--- config.mk ---
export PLATFORM = sky130hd
export DESIGN_NAME = wp_bank
export DESIGN_NICKNAME = d
export VERILOG_FILES = /design/src/rtl/wp_pkg.sv /design/src/rtl/wp_pair.sv /design/src/rtl/wp_evt_reg.sv /design/src/rtl/wp_bank.sv
export SDC_FILE = /design/constraint.sdc
export NUM_CORES = 1
export LEC_CHECK = 0
export BUFFER_PORTS_ARGS = -buffer_cell sky130_fd_sc_hd__buf_2
export CAP_MARGIN = 0
export CORE_ASPECT_RATIO = 0.7
export CORE_MARGIN = 2
export CORE_UTILIZATION = 25
export CTS_CLUSTER_SIZE = 8
export DETAILED_ROUTE_END_ITERATION = 10
export GPL_ROUTABILITY_DRIVEN = 1
export MAX_ROUTING_LAYER = met4
export PLACE_DENSITY_LB_ADDON = 0.3
export RECOVER_POWER = 25
export SETUP_SLACK_MARGIN = 0.05
export SLEW_MARGIN = 20
export SYNTH_ARGS = -nofsm -noshare
export SYNTH_HDL_FRONTEND = slang
export SYNTH_SLANG_ARGS = --single-unit
--- constraint.sdc ---
create_clock -name clk -period 1.46 [get_ports clk]
set_input_delay 0.073 -clock clk [delete_from_list [all_inputs] [get_ports clk]]
set_output_delay 0.073 -clock clk [all_outputs]
set_load 0.1 [all_outputs]
--- src/rtl/wp_pkg.sv ---
package wp_pkg;
  typedef enum logic [1:0] {
    ACC_FETCH = 2'd0,
    ACC_LOAD  = 2'd1,
    ACC_STORE = 2'd2,
    ACC_NONE  = 2'd3
  } acc_e;

  // one-hot kind in enable order: [2]=fetch [1]=load [0]=store
  function automatic logic [2:0] kind_bits(input logic [1:0] k);
    case (acc_e'(k))
      ACC_FETCH: kind_bits = 3'b100;
      ACC_LOAD:  kind_bits = 3'b010;
      ACC_STORE: kind_bits = 3'b001;
      default:   kind_bits = 3'b000;
    endcase
  endfunction
endpackage

--- src/rtl/wp_pair.sv ---
module wp_pair #(
  parameter int          DW       = 32,
  parameter int          ASID_W   = 8,
  parameter logic [2:0]  EN_SUP   = 3'b111,
  parameter logic [8:0]  MASK_SUP = 9'h1FF,
  parameter bit          LAST     = 1'b0
) (
  input  logic              clk,
  input  logic              rst_n,
  input  logic              wr_lo,
  input  logic              wr_hi,
  input  logic [DW-1:0]     wdata,
  input  logic              ev_fire,
  input  logic [DW-1:0]     ev_va,
  input  logic [2:0]        ev_kb,
  input  logic [ASID_W-1:0] ev_asid,
  output logic [DW-1:0]     lo_rd,
  output logic [DW-1:0]     hi_rd,
  output logic              hit
);
  localparam int AW = DW - 3;

  logic [AW-1:0]     addr_q;
  logic [2:0]        en_q;
  logic              g_q;
  logic [ASID_W-1:0] asid_q;
  logic [8:0]        mask_q;
  logic [2:0]        st_q;

  logic [AW-1:0] cmp_keep;
  logic          addr_ok, asid_ok;
  logic [2:0]    kind_hit;
  logic [2:0]    st_clr;

  // address bits 11:3 can be ignored, higher bits always compared
  assign cmp_keep = {{(DW-12){1'b1}}, ~mask_q};
  assign addr_ok  = ((ev_va[DW-1:3] ^ addr_q) & cmp_keep) == '0;
  assign asid_ok  = g_q || (asid_q == ev_asid);
  assign kind_hit = en_q & ev_kb;
  assign hit      = ev_fire && addr_ok && asid_ok && (kind_hit != 3'b000);
  assign st_clr   = wr_hi ? wdata[2:0] : 3'b000;

  always_ff @(posedge clk) begin
    if (!rst_n) begin
      addr_q <= '0;
      en_q   <= '0;
      g_q    <= 1'b0;
      asid_q <= '0;
      mask_q <= '0;
      st_q   <= '0;
    end else begin
      if (wr_lo) begin
        addr_q <= wdata[DW-1:3];
        en_q   <= wdata[2:0] & EN_SUP;
      end
      if (wr_hi) begin
        g_q    <= wdata[30];
        asid_q <= wdata[16 +: ASID_W];
        mask_q <= wdata[11:3] & MASK_SUP;
      end
      // set wins over a same-cycle write-one clear
      st_q <= (st_q & ~st_clr) | (hit ? kind_hit : 3'b000);
    end
  end

  assign lo_rd = {addr_q, en_q};

  always_comb begin
    hi_rd              = '0;
    hi_rd[31]          = !LAST;
    hi_rd[30]          = g_q;
    hi_rd[16 +: ASID_W] = asid_q;
    hi_rd[11:3]        = mask_q;
    hi_rd[2:0]         = st_q;
  end
endmodule

--- src/rtl/wp_evt_reg.sv ---
module wp_evt_reg #(
  parameter int NPAIR = 4
) (
  input  logic             clk,
  input  logic             rst_n,
  input  logic [NPAIR-1:0] hits,
  input  logic [2:0]       kb,
  output logic             wexc,
  output logic [NPAIR-1:0] wexc_hits,
  output logic [2:0]       wexc_kind
);
  logic any_hit;
  assign any_hit = |hits;

  always_ff @(posedge clk) begin
    if (!rst_n) begin
      wexc      <= 1'b0;
      wexc_hits <= '0;
      wexc_kind <= '0;
    end else begin
      wexc      <= any_hit;
      wexc_hits <= hits;
      wexc_kind <= any_hit ? kb : 3'b000;
    end
  end
endmodule

--- src/rtl/wp_bank.sv ---
module wp_bank #(
  parameter int         NPAIR    = 4,
  parameter int         DW       = 32,
  parameter int         ASID_W   = 8,
  parameter logic [2:0] EN_SUP   = 3'b111,
  parameter logic [8:0] MASK_SUP = 9'h1FF
) (
  input  logic              clk,
  input  logic              rst_n,
  input  logic              cfg_we,
  input  logic              cfg_hi,
  input  logic [2:0]        cfg_idx,
  input  logic [DW-1:0]     cfg_wdata,
  output logic [DW-1:0]     cfg_rdata,
  input  logic              ev_valid,
  output logic              ev_ready,
  input  logic [DW-1:0]     ev_va,
  input  logic [1:0]        ev_kind,
  input  logic [ASID_W-1:0] ev_asid,
  output logic              wexc,
  output logic [NPAIR-1:0]  wexc_hits,
  output logic [2:0]        wexc_kind
);
  import wp_pkg::*;

  localparam int IDX_W = 3;

  logic [DW-1:0]    lo_rd [NPAIR];
  logic [DW-1:0]    hi_rd [NPAIR];
  logic [NPAIR-1:0] hits;
  logic [2:0]       ev_kb;
  logic             ev_fire;

  assign ev_ready = 1'b1;
  assign ev_fire  = ev_valid && ev_ready;
  assign ev_kb    = kind_bits(ev_kind);

  for (genvar i = 0; i < NPAIR; i++) begin : g_pair
    logic sel;
    assign sel = (cfg_idx == IDX_W'(i));
    wp_pair #(
      .DW(DW), .ASID_W(ASID_W), .EN_SUP(EN_SUP), .MASK_SUP(MASK_SUP),
      .LAST(i == NPAIR - 1)
    ) u_pair (
      .clk(clk), .rst_n(rst_n),
      .wr_lo(cfg_we && sel && !cfg_hi),
      .wr_hi(cfg_we && sel && cfg_hi),
      .wdata(cfg_wdata),
      .ev_fire(ev_fire), .ev_va(ev_va), .ev_kb(ev_kb), .ev_asid(ev_asid),
      .lo_rd(lo_rd[i]), .hi_rd(hi_rd[i]), .hit(hits[i])
    );
  end

  always_comb begin
    cfg_rdata = '0;
    for (int i = 0; i < NPAIR; i++) begin
      if (cfg_idx == IDX_W'(i)) cfg_rdata = cfg_hi ? hi_rd[i] : lo_rd[i];
    end
  end

  wp_evt_reg #(.NPAIR(NPAIR)) u_evt (
    .clk(clk), .rst_n(rst_n), .hits(hits), .kb(ev_kb),
    .wexc(wexc), .wexc_hits(wexc_hits), .wexc_kind(wexc_kind)
  );
endmodule

; Yosys cells after proc, flatten, opt, wreduce, memory -nomap -nowiden
; Cells that the tools add are included.
[classes]
n_addsub = 0
n_mul = 0
div = 0
order_cmp = 0
eq_ne = 9
n_shift = 0
muxes = 17
bitwise = 28
reduce_logical = 41
[ops]
columns = op, n
row1 = $mux 32, 8
row2 = $and 29x29->29, 4
row3 = $logic_not 29->1, 4
row4 = $xor 29x29->29, 4
row5 = $not 9->9, 4
row6 = $eq 8x8->1, 4
row7 = $and 3x3->3, 8
row8 = $logic_and 1x1->1, 24
row9 = $mux 3, 8
row10 = $not 3->3, 4
row11 = $or 3x3->3, 4
row12 = $reduce_bool 3->1, 4
row13 = $pmux 3 s3, 1
row14 = $eq 3x2->1 const B, 2
row15 = $logic_or 1x1->1, 4
row16 = $reduce_or 4->1, 1
row17 = $eq 3x1->1 const B, 1
row18 = $logic_not 3->1, 1
row19 = $eq 2x1->1 const B, 1
row20 = $eq 2x2->1 const B, 1
row21 = $logic_not 2->1, 1
row22 = $reduce_and 2->1, 1
row23 = $logic_not 1->1, 1
[totals]
reg_bits = 220
latchBits = 0
ramBits = 0
mem_bits_ro = 0
input_bits = 82
output_inout_bits = 41
wordCells = 122
n_memories = 0

; Logic depth before layout (Yosys ltp)
[logic_depth]
ltp_word = 8
depth_mapped = 9
ltp_nobuf = 6

; Hierarchy
; Synthesis repeated with hierarchy kept, for this count alone.
[unflattened]
cells_unflattened = 1370
area_unflattened_um2 = 13474.2
[modules_own_cells]
columns = mod, n_inst, cells_per_inst, area_per_inst_um2, seq_area_each_um2
row1 = wp_pair at g_pair[0].u_pair ..., 3, 251, 2563.7, 1061.0
row2 = wp_bank, 1, 350, 3000.4, 0.0
row3 = wp_pair at g_pair[3].u_pair, 1, 250, 2560.0, 1061.0
row4 = wp_evt_reg, 1, 17, 222.7, 160.2

; Worst setup path after synthesis
; OpenSTA, ideal clock, no wires.
[synth_path]
path_type = input to output
start = input cfg_idx[2]
end = output cfg_rdata[18]
t_arrival_ps = 2577
required_ps = 1387
path_slack_ps = -1190
path_stages = 9
n_path_buf = 3
cell_sequence = buf_6 > or2_1 > buf_2 > clkbuf_2 > o21ai_0 > o21ai_1 > o22ai_1 > nor2_1 > a21oi_1
[synth_between]
elab_chain_len = 5
word_cells_on_any_way = 8
classes_between = 3 x eq/ne / 4 x mux / 1 x reduce/logical
[synth_rtl]
columns = item, line_no
row1 = from (decl), wp_bank.sv:12  ; input logic [2:0] cfg_idx,
row2 = $logic_not 3->1, wp_bank.sv:57  ; if (cfg_idx == IDX_W'(i)) cfg_rdata = cfg_hi ? hi_rd[i] : lo_rd[i];
row3 = $mux 32 (3 in series), wp_bank.sv:57
row4 = $mux 32 (*), wp_bank.sv:57
row5 = to (decl), wp_bank.sv:14  ; output logic [DW-1:0] cfg_rdata,
; Mark *: on every way between the ends. The rest lies on a longest branch, timed or not.

; Worst setup path in the final report
[layout_path]
start = register g_pair[0].u_pair.asid_q[5]
end = output cfg_rdata[21]
[layout_between]
elab_chain_len = 5
[layout_rtl]
columns = item, line_no
row1 = from (decl), wp_pair.sv:26  ; logic [ASID_W-1:0] asid_q;
row2 = from (signal assigned), wp_pair.sv:58  ; asid_q <= wdata[16 +: ASID_W];
row3 = $mux 32 (5 in series), wp_bank.sv:57
; No other way between the ends.

==> results.ini <==
[run_status]
status = finished, violations left
violations = negative setup slack

[floorplanning]
die_w_microns = 264
dieArea_sq_mm = 0.0491
die_h_microns = 186
core_sq_mm = 0.0466
pin_count = 123
start_util_pct = 25.4
row_count = 66

[placement]
place_area_sq_mm = 0.0163
place_ws_ns = -0.717
portBuffers = 118
place_congestion = 0.927
dp_hpwl_mm = 37.8

[setup_path]
worstPathMaxFanout = 2
worstSetupEndpointType = primary output
required_ns = 1.39
slowest_delay_ns = 0.33
startpoint = g_pair[0].u_pair.asid_q[5]
crit_path_top_delay_cell = dfxtp_2
cp.arrival_ns = 1.91
cp_cell_sequence = buf_6 -> inv_2 -> a21oi_2 -> o21ai_1 -> o22ai_1 -> nor2_2 -> a21oi_4 -> buf_12
critical_path_class = flip-flop to primary output
timing.rr.start = g_pair[1].u_pair.asid_q[6]
rrSetupSlack_ns = -0.51
crit_path_start_kind = flip-flop
rr_worst_depth = 7

[timing]
finClkSkew_ns = 0.0237
final_max_slew_viol_count = 0
setup_viol_count_final = 52
fin_tns_setup_ns = -19.03
fin_crit_ns = 1.98
fin_crit_sh_pct = 136
fmax_ghz = 0.504
post-route-worst-setup-slack_ns = -0.525
tightest_slew_ns = 0.660
hold_viol = 0
rsz0062_at_grt = true
fin_hold_ws_ns = 0.0980
maxSlewHeadroom_pct = 56.0

[synth]
synthDistinctLibCells = 48
syn_area_per_cell_sq_um = 7.51
syn_inst = 1573
ys_async_sr_fraction_pct = 0
syn_area_sq_mm = 0.0118
synth_top_area_cell = dfxtp_1
synth_ff_type = dfxtp_1
yosysSeqAreaShare_pct = 37.3
ys_ff_latch = 220
synth_area_leaders = dfxtp_1 (37%), nand2_1 (13%), a21oi_1 (10%), xnor2_1 (8.8%), mux2i_1 (4.2%)
synth_warnings = 0
syn_nets = 1655
synth-edff-count = 0
synth_top_cell_area_share_pct = 37.3

[drt]
vias = 12700
first_pass_iters = 5
ant_nets = 0
drc = 0
drt-vias-per-instance = 4.89
drt_iter0_markers = 1378
finalWirelength_mm = 52.2
wire_per_inst_microns = 20.1

[finish]
multi_input_area_sq_mm = 0.00789
seq_area_sq_mm = 0.00450
syn_to_final_growth_pct = 60.1
drive_gt1_share_pct = 40.9
nNetsFinal = 2070
postLayoutCellArea_sq_mm = 0.0189
n_fill_cell = 4646

[global_routing]
grt_start_max_net_pins = 41
grt_usage_pct = 21.6
grt_pass1_vias = 12300
antenna_found_initial = 1
grt_overflow = 0
grt_first_pass_wirelength_mm = 77.9

[pwr]
p_int_w = 0.0111
p_switching_w = 0.00471
p_comb_share_pct = 20.0
seq_power_share_pct = 38.8
max-vdd-ir-drop_v = 0.000541
p_sw_share_pct = 29.8
leakagePower_nw = 7.06
pwr-share-clk_pct = 41.3
power_w = 0.0158
p_per_area_mw_per_mm2 = 836

[cts]
cts-root-buf = clkbuf_16
clk-insertion-delay-late_ns = 0.58
cts_tree = built
clock_sink_count = 220
clkTransAtPathRegs_ns = 0.05
cts_buffer_depth = 3
cts_buffers = 31
htreeDepth = 1

[min_path]
hp-class = input port to flip-flop
hp-start = cfg_we
min_path_cells = 5

[flow_run]
cap_violations = 0

==> cell families (layout without fill, tap and decap cells) <==
family / Yosys count / after routing / synth area share (%)
AOI/OAI and AO/OA: 384 / 384 / 18.7
xor gates and xnor gates: 148 / 148 / 11.0
buffers and inverters: 176 / 593 / 7.25
DFF: 220 / 220 / 37.3
muxes: 50 / 50 / 4.24
other: 1 / 2 / 0.0317
and+or+nand+nor: 594 / 594 / 21.6
==> power by group through the flow <==
| stage | logic, W | registers, W | clock network (W) |
|---|---|---|---|
| finish | 0.00316 | 0.00613 | 0.00652 |
| detailed placement | 0.00279 | 0.00626 | 0 |
| floorplan | 0.00157 | 0.00625 | 0 |
| global placement | 0.00279 | 0.00625 | 0 |
| CTS | 0.00303 | 0.00613 | 0.00660 |
| global route | 0.00330 | 0.00614 | 0.00687 |
==> metrics by stage <==
stage               instances  util (%)
finish                   2603      40.6
global route             2603      40.6
CTS                      2595      39.5
detailed placement       2501      34.9
global placement         2501      34.9
floorplan                1573         -
==> flip-flops by register name, indices dropped and copies added, names as in the netlist <==
signal,count
g_pair.u_pair.g_q,4
g_pair.u_pair.addr_q,116
u_evt.wexc,1
g_pair.u_pair.asid_q,32
u_evt.wexc_hits,4
g_pair.u_pair.st_q,12
g_pair.u_pair.mask_q,36
u_evt.wexc_kind,3
g_pair.u_pair.en_q,12
==> what timing repair did <==
item,CTS,global route
endpoints found under the hold margin,216,0
setup buffers,32,8
resized for setup,238,93
setup endpoints to repair,52,54
pin swaps,119,54
hold buffers,33,0
==> cells in the final DEF (no fill, tap or decap), types with 19 or more instances in the layout <==
cell / count
nand2_1: 422
dlygate4sd3_1: 33
nor2b_1: 19
dfxtp_1: 150
a21oi_1: 205
nor2_2: 22
o22ai_1: 26
buf_12: 62
dfxtp_2: 68
buf_4: 305
xor2_1: 28
xnor2_1: 105
nand4_1: 23
a21oi_4: 20
buf_6: 51
clkbuf_16: 31
mux2i_1: 46
nor2_1: 20
o21ai_1: 31
buf_2: 83
==> synthesized netlist by cell type, types with 12 or more instances <==
library cell	count
o221ai_1	12
buf_4	15
nor4_1	13
dfxtp_1	220
a221oi_1	19
inv_1	21
mux2i_1	50
nor2_1	53
clkbuf_1	66
nand4_1	23
xor2_1	29
buf_2	58
nor2b_1	32
o21ai_0	29
xnor2_1	119
a21oi_1	240
o22ai_1	37
nand2_1	423
==> path summary, 6_finish.rpt <==
path	end
min	g_pair[3].u_pair.g_q
max	cfg_rdata[21]
max reg2reg	u_evt.wexc_kind[2]
min reg2reg	g_pair[3].u_pair.asid_q[5]
==> critical path: cells and delay by family (launching register included) <==
family | cells | cell delay (ns)
DFF | 1 | 0.33
AOI/OAI and AO/OA | 4 | 0.61
and+or+nand+nor | 1 | 0.07
buffers and inverters | 3 | 0.32
==> layout make-up <==
class | count | share of cell area (%)
diodes | 1 | 0.0132
inverters | 21 | 0.456
multi-input cells | 1177 | 41.7
clock inverters | 1 | 0.0463
well taps | 612 | 4.05
clock buffers | 34 | 4.21
repair buffers | 537 | 25.7
flip-flops and latches | 220 | 23.8
==> per-layer routing <==
layer / wire (microns) / GRT usage (%) / up-vias
li1: - / - / 6078
met1: 24800 / 30.8 / 6031
met2: 21900 / 30.9 / 545
met3: 4290 / 3.78 / 79
met4: 1280 / 6.07 / 0
met5: 0 / - / -
Note: power is estimated with default switching activity, not from simulation.
